## src/rtl/mbx_pkg.sv

```systemverilog
package mbx_pkg;

  localparam int unsigned DATA_W = 32;
  localparam int unsigned ADDR_W = 9;
  localparam int unsigned NUM_Q  = 6;
  localparam int unsigned NUM_U  = 4;
  localparam int unsigned Q_DEPTH = 4;

  localparam logic [ADDR_W-1:0] OFS_REV   = 9'h000;
  localparam logic [ADDR_W-1:0] OFS_CFG   = 9'h010;
  localparam logic [ADDR_W-1:0] OFS_RDONE = 9'h014;
  localparam logic [ADDR_W-1:0] OFS_MSG   = 9'h040;
  localparam logic [ADDR_W-1:0] OFS_FULL  = 9'h080;
  localparam logic [ADDR_W-1:0] OFS_CNT   = 9'h0C0;
  localparam logic [ADDR_W-1:0] OFS_IRQ   = 9'h100;

  typedef enum logic [2:0] {
    RG_NONE, RG_REV, RG_CFG, RG_RDONE, RG_MSG, RG_FULL, RG_CNT, RG_IRQ
  } region_e;

  typedef struct packed {
    region_e    rg;
    logic [3:0] idx;
    logic       sel_en;
  } dec_t;

endpackage

```

## src/rtl/mbx_decode.sv

```systemverilog
module mbx_decode
  import mbx_pkg::*;
#(
  parameter int unsigned NQ = NUM_Q,
  parameter int unsigned NU = NUM_U
) (
  input  logic [ADDR_W-1:0] addr_i,
  output dec_t              dec_o
);

  always_comb begin
    dec_o = '{rg: RG_NONE, idx: 4'd0, sel_en: 1'b0};
    if (addr_i[1:0] == 2'b00) begin
      if (addr_i == OFS_REV) begin
        dec_o.rg = RG_REV;
      end else if (addr_i == OFS_CFG) begin
        dec_o.rg = RG_CFG;
      end else if (addr_i == OFS_RDONE) begin
        dec_o.rg = RG_RDONE;
      end else if (addr_i[8:6] == OFS_MSG[8:6] && addr_i[5:2] < 4'(NQ)) begin
        dec_o.rg  = RG_MSG;
        dec_o.idx = addr_i[5:2];
      end else if (addr_i[8:6] == OFS_FULL[8:6] && addr_i[5:2] < 4'(NQ)) begin
        dec_o.rg  = RG_FULL;
        dec_o.idx = addr_i[5:2];
      end else if (addr_i[8:6] == OFS_CNT[8:6] && addr_i[5:2] < 4'(NQ)) begin
        dec_o.rg  = RG_CNT;
        dec_o.idx = addr_i[5:2];
      end else if (addr_i[8:5] == OFS_IRQ[8:5] && {2'b00, addr_i[4:3]} < 4'(NU)) begin
        dec_o.rg     = RG_IRQ;
        dec_o.idx    = {2'b00, addr_i[4:3]};
        dec_o.sel_en = addr_i[2];
      end
    end
  end

endmodule

```

## src/rtl/mbx_queue.sv

```systemverilog
module mbx_queue #(
  parameter int unsigned DW    = 32,
  parameter int unsigned DEPTH = 4,
  localparam int unsigned PW   = $clog2(DEPTH),
  localparam int unsigned CW   = $clog2(DEPTH + 1)
) (
  input  logic          clk,
  input  logic          rst_n,
  input  logic          push_i,
  input  logic          pop_i,
  input  logic [DW-1:0] wdata_i,
  output logic [DW-1:0] head_o,
  output logic [CW-1:0] count_o,
  output logic          full_o,
  output logic          empty_o,
  output logic          pushed_o,
  output logic          left_full_o
);

  logic [DW-1:0] mem_q [DEPTH];
  logic [PW-1:0] wp_q, wp_d, rp_q, rp_d;
  logic [CW-1:0] count_q, count_d;
  logic          push_ok, pop_ok;

  assign full_o  = (count_q == CW'(DEPTH));
  assign empty_o = (count_q == '0);
  assign count_o = count_q;
  assign head_o  = mem_q[rp_q];

  always_comb begin
    pop_ok  = pop_i && !empty_o;
    push_ok = push_i && (!full_o || pop_ok);
    wp_d    = wp_q;
    rp_d    = rp_q;
    count_d = count_q;
    if (push_ok) wp_d = wp_q + PW'(1);
    if (pop_ok)  rp_d = rp_q + PW'(1);
    case ({push_ok, pop_ok})
      2'b10:   count_d = count_q + CW'(1);
      2'b01:   count_d = count_q - CW'(1);
      default: count_d = count_q;
    endcase
  end

  assign pushed_o    = push_ok;
  assign left_full_o = pop_ok && full_o && !push_ok;

  always_ff @(posedge clk or negedge rst_n) begin
    if (!rst_n) begin
      wp_q    <= '0;
      rp_q    <= '0;
      count_q <= '0;
    end else begin
      wp_q    <= wp_d;
      rp_q    <= rp_d;
      count_q <= count_d;
    end
  end

  always_ff @(posedge clk) begin
    if (push_ok) mem_q[wp_q] <= wdata_i;
  end


  cnt_bound_chk: assert property (@(posedge clk) disable iff (!rst_n)
    count_q <= CW'(DEPTH));


  full_drop_chk: assert property (@(posedge clk) disable iff (!rst_n)
    (push_i && !pop_i && full_o) |=> (count_q == CW'(DEPTH)));


  empty_pop_chk: assert property (@(posedge clk) disable iff (!rst_n)
    (pop_i && !push_i && empty_o) |=> (count_q == '0));


  both_full_chk: assert property (@(posedge clk) disable iff (!rst_n)
    (push_i && pop_i && full_o) |=> full_o);

endmodule

```

## src/rtl/mbx_irq_user.sv

```systemverilog
module mbx_irq_user #(
  parameter int unsigned NQ = 6,
  localparam int unsigned SW = 2 * NQ
) (
  input  logic          clk,
  input  logic          rst_n,
  input  logic [NQ-1:0] new_ev_i,
  input  logic [NQ-1:0] nf_ev_i,
  input  logic          st_wr_i,
  input  logic          en_wr_i,
  input  logic [SW-1:0] wdata_i,
  output logic [SW-1:0] status_o,
  output logic [SW-1:0] enable_o,
  output logic          irq_o
);

  logic [SW-1:0] ev_vec;
  logic [SW-1:0] status_q, status_d;
  logic [SW-1:0] enable_q, enable_d;

  for (genvar m = 0; m < NQ; m++) begin : g_pack
    assign ev_vec[2*m]   = new_ev_i[m];
    assign ev_vec[2*m+1] = nf_ev_i[m];
  end

  always_comb begin
    status_d = (status_q & ~(st_wr_i ? wdata_i : '0)) | ev_vec;
    enable_d = en_wr_i ? wdata_i : enable_q;
  end

  always_ff @(posedge clk or negedge rst_n) begin
    if (!rst_n) begin
      status_q <= '0;
      enable_q <= '0;
    end else begin
      status_q <= status_d;
      enable_q <= enable_d;
    end
  end

  assign status_o = status_q;
  assign enable_o = enable_q;
  assign irq_o    = |(status_q & enable_q);

  for (genvar b = 0; b < SW; b++) begin : g_chk

    ev_set_chk: assert property (@(posedge clk) disable iff (!rst_n)
      ev_vec[b] |=> status_q[b]);


    w1c_chk: assert property (@(posedge clk) disable iff (!rst_n)
      (st_wr_i && wdata_i[b] && !ev_vec[b]) |=> !status_q[b]);


    w0_keep_chk: assert property (@(posedge clk) disable iff (!rst_n)
      (st_wr_i && !wdata_i[b] && status_q[b]) |=> status_q[b]);
  end

endmodule

```

## src/rtl/mbx_top.sv

```systemverilog
module mbx_top
  import mbx_pkg::*;
#(
  parameter int unsigned NQ       = NUM_Q,
  parameter int unsigned NU       = NUM_U,
  parameter int unsigned DEPTH    = Q_DEPTH,
  parameter logic [31:0] REVISION = 32'h0000_0021,
  localparam int unsigned SW      = 2 * NQ,
  localparam int unsigned CW      = $clog2(DEPTH + 1)
) (
  input  logic              clk,
  input  logic              rst_n,
  input  logic [ADDR_W-1:0] bus_addr_i,
  input  logic              bus_wr_i,
  input  logic              bus_rd_i,
  input  logic [DATA_W-1:0] bus_wdata_i,
  output logic [DATA_W-1:0] bus_rdata_o,
  output logic [NU-1:0]     irq_o
);

  dec_t dec;

  logic [NQ-1:0]     q_push, q_pop, q_full, q_empty, q_pushed, q_left_full;
  logic [DATA_W-1:0] q_head [NQ];
  logic [CW-1:0]     q_cnt  [NQ];

  logic [NU-1:0]     u_st_wr, u_en_wr;
  logic [SW-1:0]     u_status [NU];
  logic [SW-1:0]     u_enable [NU];

  logic [1:0]        cfg_q, cfg_d;
  logic              done_q;
  logic [DATA_W-1:0] rdata_q, rd_mux;

  mbx_decode #(.NQ(NQ), .NU(NU)) u_dec (
    .addr_i (bus_addr_i),
    .dec_o  (dec)
  );

  always_comb begin
    q_push  = '0;
    q_pop   = '0;
    u_st_wr = '0;
    u_en_wr = '0;
    for (int i = 0; i < NQ; i++) begin
      if (dec.rg == RG_MSG && dec.idx == 4'(i)) begin
        q_push[i] = bus_wr_i;
        q_pop[i]  = bus_rd_i;
      end
    end
    for (int i = 0; i < NU; i++) begin
      if (dec.rg == RG_IRQ && dec.idx == 4'(i)) begin
        u_st_wr[i] = bus_wr_i && !dec.sel_en;
        u_en_wr[i] = bus_wr_i && dec.sel_en;
      end
    end
  end

  for (genvar q = 0; q < NQ; q++) begin : g_q
    mbx_queue #(.DW(DATA_W), .DEPTH(DEPTH)) u_queue (
      .clk         (clk),
      .rst_n       (rst_n),
      .push_i      (q_push[q]),
      .pop_i       (q_pop[q]),
      .wdata_i     (bus_wdata_i),
      .head_o      (q_head[q]),
      .count_o     (q_cnt[q]),
      .full_o      (q_full[q]),
      .empty_o     (q_empty[q]),
      .pushed_o    (q_pushed[q]),
      .left_full_o (q_left_full[q])
    );
  end

  for (genvar u = 0; u < NU; u++) begin : g_u
    mbx_irq_user #(.NQ(NQ)) u_user (
      .clk      (clk),
      .rst_n    (rst_n),
      .new_ev_i (q_pushed),
      .nf_ev_i  (q_left_full),
      .st_wr_i  (u_st_wr[u]),
      .en_wr_i  (u_en_wr[u]),
      .wdata_i  (bus_wdata_i[SW-1:0]),
      .status_o (u_status[u]),
      .enable_o (u_enable[u]),
      .irq_o    (irq_o[u])
    );
  end

  always_comb begin
    cfg_d = cfg_q;
    if (bus_wr_i && dec.rg == RG_CFG) cfg_d = {bus_wdata_i[4], bus_wdata_i[0]};
  end

  always_comb begin
    rd_mux = '0;
    case (dec.rg)
      RG_REV:   rd_mux = REVISION;
      RG_CFG:   begin
        rd_mux[0] = cfg_q[0];
        rd_mux[4] = cfg_q[1];
      end
      RG_RDONE: rd_mux[0] = done_q;
      RG_MSG:   begin
        for (int i = 0; i < NQ; i++)
          if (dec.idx == 4'(i) && !q_empty[i]) rd_mux = q_head[i];
      end
      RG_FULL:  begin
        for (int i = 0; i < NQ; i++)
          if (dec.idx == 4'(i)) rd_mux[0] = q_full[i];
      end
      RG_CNT:   begin
        for (int i = 0; i < NQ; i++)
          if (dec.idx == 4'(i)) rd_mux[CW-1:0] = q_cnt[i];
      end
      RG_IRQ:   begin
        for (int i = 0; i < NU; i++)
          if (dec.idx == 4'(i))
            rd_mux[SW-1:0] = dec.sel_en ? u_enable[i] : u_status[i];
      end
      default:  rd_mux = '0;
    endcase
  end

  always_ff @(posedge clk or negedge rst_n) begin
    if (!rst_n) begin
      cfg_q   <= '0;
      done_q  <= 1'b0;
      rdata_q <= '0;
    end else begin
      cfg_q  <= cfg_d;
      done_q <= 1'b1;
      if (bus_rd_i) rdata_q <= rd_mux;
    end
  end

  assign bus_rdata_o = rdata_q;


  pop_cnt_chk: assert property (@(posedge clk) disable iff (!rst_n)
    (q_pop[0] && !q_push[0] && !q_empty[0]) |=> (q_cnt[0] == $past(q_cnt[0]) - CW'(1)));


  idle_rdata_chk: assert property (@(posedge clk) disable iff (!rst_n)
    !bus_rd_i |=> $stable(bus_rdata_o));

endmodule

```

## config.mk

```make
export PLATFORM = sky130hd
export DESIGN_NAME = mbx_top
export DESIGN_NICKNAME = d
export VERILOG_FILES = /design/src/rtl/mbx_pkg.sv /design/src/rtl/mbx_decode.sv /design/src/rtl/mbx_queue.sv /design/src/rtl/mbx_irq_user.sv /design/src/rtl/mbx_top.sv
export SDC_FILE = /design/constraint.sdc
export NUM_CORES = 1
export LEC_CHECK = 0
export BUFFER_PORTS_ARGS = -buffer_cell sky130_fd_sc_hd__clkbuf_2
export CORE_ASPECT_RATIO = 0.6
export CORE_UTILIZATION = 30
export DETAILED_ROUTE_END_ITERATION = 8
export PLACE_DENSITY = 0.54
export SLEW_MARGIN = 20
export SYNTH_ARGS = -nofsm -noshare
export SYNTH_HDL_FRONTEND = slang
export SYNTH_SLANG_ARGS = --single-unit
export TNS_END_PERCENT = 100
```

## constraint.sdc

```tcl
create_clock -name clk -period 3.43 [get_ports clk]
set_input_delay 0.5145 -clock clk [delete_from_list [all_inputs] [get_ports clk]]
set_output_delay 0.5145 -clock clk [all_outputs]
set_load 0.1 [all_outputs]
```

==> summary.txt, run 1 <==
Worst-Margin Slew = 1.076 ns
slew margin rel. = 0.2829
vias in the first global route = 21,240
final critical-path required period = 3.150 ns
number of buffers created by CTS = 88
synth unique cells = 95
met1 Use GR = 0.2706
Cell Area, Placed = 41,640 um2
Synth Register Bits = 941
gp weighted congestion = 0.9162
DRT Wirelength = 109,800 um
clk sink count = 941
WP data arrival = 2.64 ns
Worst Hold Class = in2reg
P_leak = 15.20 nW
CP Capture Type = output pin
async set-reset flop share out of synthesis = 0.1838
HP Start = bus_wr_i
top post-synthesis cells by area = edfxtp_1, dfrtp_1, mux4_2
largest net degree at the start of global routing = 81
GR Util met3 = 0.04491
crit path kind = reg2out
Post-Syn Instances = 2,171
ys flop type = edfxtp_1
syn_nets = 2,252
final core occ = 0.3520
post_cts resized = 0
Area Growth Syn to Fin = 16.17%
Synthesis Warnings = 0
Mapped Avg Cell Area = 17.67 um2
I/O Pins = 81
HPWL after DPL = 72,580 um
Total Nets Final = 2,419
GR Util All Layers = 0.1697
placed insts = 3,946
post-route ant nets = 0
most common cell in the netlist = edfxtp_1
Core Area = 126,600 um2
setup bufs post-CTS = 0
worst-path fanout max = 3
setup TNS = 0 ns
Finished Layout Cells = 4,118
die area = 129,400 um2
DIE WIDTH = 463.7 um
Die Ht = 279.0 um
Clock Root Buffer = clkbuf_16
Final Hold Viols = 0
Synth Cell Area = 38,370 um2
Critical Path Start = g_u[3].u_user.enable_o[11]
Design Area, Final = 44,570 um2
Post-synth EDFFs = 768
share of layout cells above drive strength 1 = 0.2777
routed length per instance = 26.67 um
Power per Cell Area = 565.2 nW/um2
DR iter-0 viols = 2,694
DRC viols = 0
Hold Buf Count CTS = 1
total congestion overflow = 0
clock-pin slew on the worst setup and hold paths = 0.07 ns
CTS tree = yes
CP required = 2.92 ns
Synth top area share = 0.6011
first-pass GRT wire length = 157,800 um
drt first pass iters = 5
synth cell count leaders = edfxtp_1, nand2_1, mux4_2, dfrtp_1, a21oi_1
GR Util met2 = 0.2264
Via Count = 21,350
H-tree Lvls = 3
register area share after synthesis = 0.7140
CTS max path bufs = 3
CP Launch Type = flip-flop
largest area contributor in the netlist = edfxtp_1
Max-Cap Viols = 0
DR vias/cell = 5.184
Row Count = 101
status = completed
Port Buffers = 80
clock skew = 0.03483 ns
Max Clk Rate = 317.5 MHz
initial antenna violation count = 8
Setup violations, final = 0
GR peak layer = met1
R2R Path Start = g_q[0].u_queue.rp_q[0]
Max Slew Vio Count = 0
RSZ-0062 raised after global routing = false
Final Cycle Share = 0.9183
clock latency on the worst-skew pair = 0.69 ns
Initial Util = 0.3030
VDD IR-drop max = 350.9 uV
[per-layer routing]
layer	vias up	routed length, um
met4	0	1778
met2	929	44460
met3	120	10700
met1	11450	52900
met5	-	0
li1	8846	-
[cell usage in the layout (no fill, tap or decap), drive strengths merged, types with 7 or more instances in the layout]
| cell | count |
|---|---|
| nand2 | 267 |
| a21oi | 83 |
| nor2b | 25 |
| nor2 | 46 |
| a22oi | 40 |
| xor2 | 17 |
| dfrtp | 173 |
| ha | 30 |
| clkinv | 30 |
| clkbuf | 197 |
| inv | 51 |
| bufinv | 9 |
| a221oi | 14 |
| o211ai | 22 |
| a22o | 13 |
| o22ai | 15 |
| and2 | 30 |
| nand4 | 11 |
| mux2i | 17 |
| nand3 | 20 |
| mux2 | 57 |
| buf | 117 |
| o21ai | 13 |
| mux4 | 192 |
| or3 | 7 |
| nor4 | 9 |
| xnor2 | 20 |
| a21o | 28 |
| edfxtp | 768 |
[metrics by stage]
step	power, W	setup WS (ns)	hold slack [ns]
6_report	0.02519	0.2801	0.4132
5_1_grt	0.02599	0.1623	0.3952
4_1_cts	0.02539	0.3382	0.3433
3_5_place_dp	0.01538	0.1130	0.4824
3_3_place_gp	0.01534	0.1123	0.4773
2_1_floorplan	0.01402	0.04717	0.2189
[where the power goes]
part	total [W]	internal (W)	switching, W
clock network	0.0100	0.00563	0.00440
logic	0.00251	0.000775	0.00173
registers	0.0127	0.0125	0.000181
[final cells by class]
cell class | instances | area [um2]
diodes | 6 | 15.01
clock buffers | 117 | 2394
clock inverters | 48 | 514.2
fillers | 11840 | 82050
inverters | 44 | 165.2
multi-input cells | 1065 | 10230
flip-flops and latches | 941 | 27410
well taps | 1699 | 2126
repair buffers | 198 | 1723
[path summary, 6_finish.rpt]
path,depth (start not counted),slack [ns],to
max,4,0.28,irq_o[3]
min,3,0.41,cfg_q[0]
max reg2reg,6,0.50,bus_rdata_o[25]
min reg2reg,2,0.50,g_u[0].u_user.status_o[11]
max in group asynchronous,3,2.02,g_u[3].u_user.status_o[9]
min in group asynchronous,2,0.47,g_q[4].u_queue.count_o[1]
[registers in the layout, indices dropped and copies added, names as in the netlist]
register	count
bus_rdata_o	32
cfg_q	2
done_q	1
g_q.u_queue.count_o	18
g_q.u_queue.mem_q	768
g_q.u_queue.rp_q	12
g_q.u_queue.wp_q	12
g_u.u_user.enable_o	48
g_u.u_user.status_o	48
[logic make-up after synthesis]
group,count (synthesis),synth area share
mux,266,0.1340
simple gates,451,0.05580
fa+ha+maj,36,0.01291
buf+inv,165,0.02042
other cells,1,0.00009774
compound gates,274,0.05440
flops,941,0.7140
xor+xnor,37,0.008447
[worst max-delay path, cell delays in order (launching register included)]
cell      delay [ns]
dfrtp_1         0.40
a22o_1          0.25
a221oi_1        0.63
nand3_1         0.21
clkbuf_2        0.45
No activity file was read; power rests on OpenSTA's default activity.
==> inputs of run 2 (changes only) <==
- CTS_BUF_LIST: not set -> sky130_fd_sc_hd__clkbuf_16
==> run 2 against run 1 <==
Compared with the run above:
- final area about the same
- first-iteration DRC count up 6.7%
- setup slack improved by 0.012 ns
- critical path depth is the same
- cell count hardly changed
- fmax rose by 0.37%
- utilization hardly changed
- clock-buffer cell count is 27 lower
==> summary.txt, run 2 (synthesized netlist as in run 1, its figures left out) <==
Comb pwr share = 0.100
Final Hold Viols = 0
largest net degree at the start of global routing = 81
Worst Hold Class = in2reg
clock-pin slew on the worst setup and hold paths = 0.07 ns
DRT met1 WL = 52,170 um
die area = 129,400 um2
Max Slew Vio Count = 0
DR vias/cell = 5.166
CP Launch Type = flip-flop
slew margin rel. = 0.2759
P_leak = 15.27 nW
commonest non-fill, non-tap cell in the layout = edfxtp_1
routed length per instance = 26.67 um
GR Util All Layers = 0.1697
clock latency on the worst-skew pair = 0.69 ns
first-pass GRT wire length = 157,800 um
Area Growth Syn to Fin = 16.07%
DIE WIDTH = 463.7 um
crit path kind = reg2out
Flop pwr share = 0.505
met3 wire len = 11,370 um
Die Ht = 279.0 um
total congestion overflow = 0
number of buffers created by CTS = 88
vias in the first global route = 21,250
switching part of the total = 0.2521
P_int = 0.01872 W
Port Buffers = 80
Clock Root Buffer = clkbuf_16
share of layout cells above drive strength 1 = 0.2760
RSZ-0062 raised after global routing = false
setup TNS = 0 ns
Core Area = 126,600 um2
I/O Pins = 81
WL met2 = 44,550 um
worst-path fanout max = 3
clock skew = 0.03435 ns
Initial Util = 0.3030
final critical-path required period = 3.138 ns
HPWL after DPL = 72,580 um
Max-Cap Viols = 0
Setup violations, final = 0
Worst-Margin Slew = 1.086 ns
CP Capture Type = output pin
Design Area, Final = 44,530 um2
leading cell types in the layout, fill and taps excluded = edfxtp_1, nand2_1, mux4_2
Final Cycle Share = 0.9149
status = completed
initial antenna violation count = 8
CTS tree = yes
DRC viols = 0
top sig layer = met4
VDD IR-drop max = 352.4 uV
Row Count = 101
Clk pwr share = 0.394
gp weighted congestion = 0.9162
area of the multi-input gates = 10,230 um2
WP data arrival = 2.62 ns
Power per Cell Area = 562.2 nW/um2
Via Count = 21,280
FF+latch area = 27,410 um2
Fillers = 11,850
H-tree Lvls = 3
DRT Wirelength = 109,800 um
post_cts resized = 0
clk sink count = 941
Max Clk Rate = 318.6 MHz
Total Nets Final = 2,419
Largest register FFs = 768
Cell Area, Placed = 41,640 um2
drt first pass iters = 5
setup bufs post-CTS = 0
CP required = 2.92 ns
Biggest register = g_q.u_queue.mem_q
CTS max path bufs = 3
NetSw = 0.006312 W
post-route ant nets = 0
DR iter-0 viols = 2,874
## run 2: cell count changes in the layout (fill, tap and decap cells not counted)
cell / change
clkbuf_1: -23
clkbuf_8: -4
clkinv_1: +4
diode_2: +1
inv_1: +23
## run 2: area by class of cell
| class | count | area share |
|---|---|---|
| Antenna cell | 7 | 0.0003934 |
| Clock buffer | 90 | 0.05057 |
| Clock inverter | 75 | 0.01382 |
| Inverter | 44 | 0.003709 |
| Multi-Input combinational cell | 1065 | 0.2296 |
| Sequential cell | 941 | 0.6154 |
| Tap cell | 1699 | 0.04774 |
| Timing Repair Buffer | 198 | 0.03869 |
## run 2: routing by layer
metal | GRT usage | vias up
li1 | - | 8858
met1 | 0.2700 | 11400
met2 | 0.2262 | 907
met3 | 0.04565 | 114
met4 | 0.03447 | 0
met5 | 0 | -
## run 2: path summary, 6_finish.rpt
check,startpoint,endpoint,slack (ns),cells after the start
worst min-delay path,bus_wr_i,cfg_q[0],0.41,3
worst max register to register,g_q[0].u_queue.rp_q[0],bus_rdata_o[28],0.52,6
worst max-delay path,g_u[1].u_user.status_o[6],irq_o[1],0.29,4
worst min register to register,bus_rdata_o[10],bus_rdata_o[10],0.50,2
max in group asynchronous,rst_n,g_u[1].u_user.status_o[3],2.02,3
min in group asynchronous,rst_n,g_q[4].u_queue.count_o[1],0.46,2
## run 2: power groups by stage
stage / clock network [W] / registers, W / logic, W
after global placement: 0 / 0.0129 / 0.00246
final: 0.00987 / 0.0127 / 0.00251
after detailed placement: 0 / 0.0129 / 0.00249
after floorplan: 0 / 0.0129 / 0.00114
after CTS: 0.0101 / 0.0127 / 0.00250
after global routing: 0.0105 / 0.0127 / 0.00266
## run 2: per-stage QoR
stage | utilization | setup WS [ns] | total power (W) | hold WS, ns | std cells
after CTS | 0.3515 | 0.3382 | 0.02523 | 0.3433 | 4112
after global routing | 0.3516 | 0.1623 | 0.02583 | 0.3952 | 4114
after floorplan | - | 0.04717 | 0.01402 | 0.2189 | 2171
after detailed placement | 0.3288 | 0.1130 | 0.01538 | 0.4824 | 3946
final | 0.3517 | 0.2917 | 0.02503 | 0.4100 | 4119
after global placement | 0.3288 | 0.1123 | 0.01534 | 0.4773 | 3946
## run 2: worst max-delay path, cell delays in order, from the launching register on
cell	delay [ns]
dfrtp_1	0.42
a22o_1	0.21
a221oi_1	0.52
nand3_1	0.31
clkbuf_2	0.46
## run 2: repair_timing
| action | in CTS | in global routing |
|---|---|---|
| hold buffers | 1 | 0 |
| hold endpoints to repair | 77 | 0 |
| endpoints found under the setup margin | 0 | 0 |
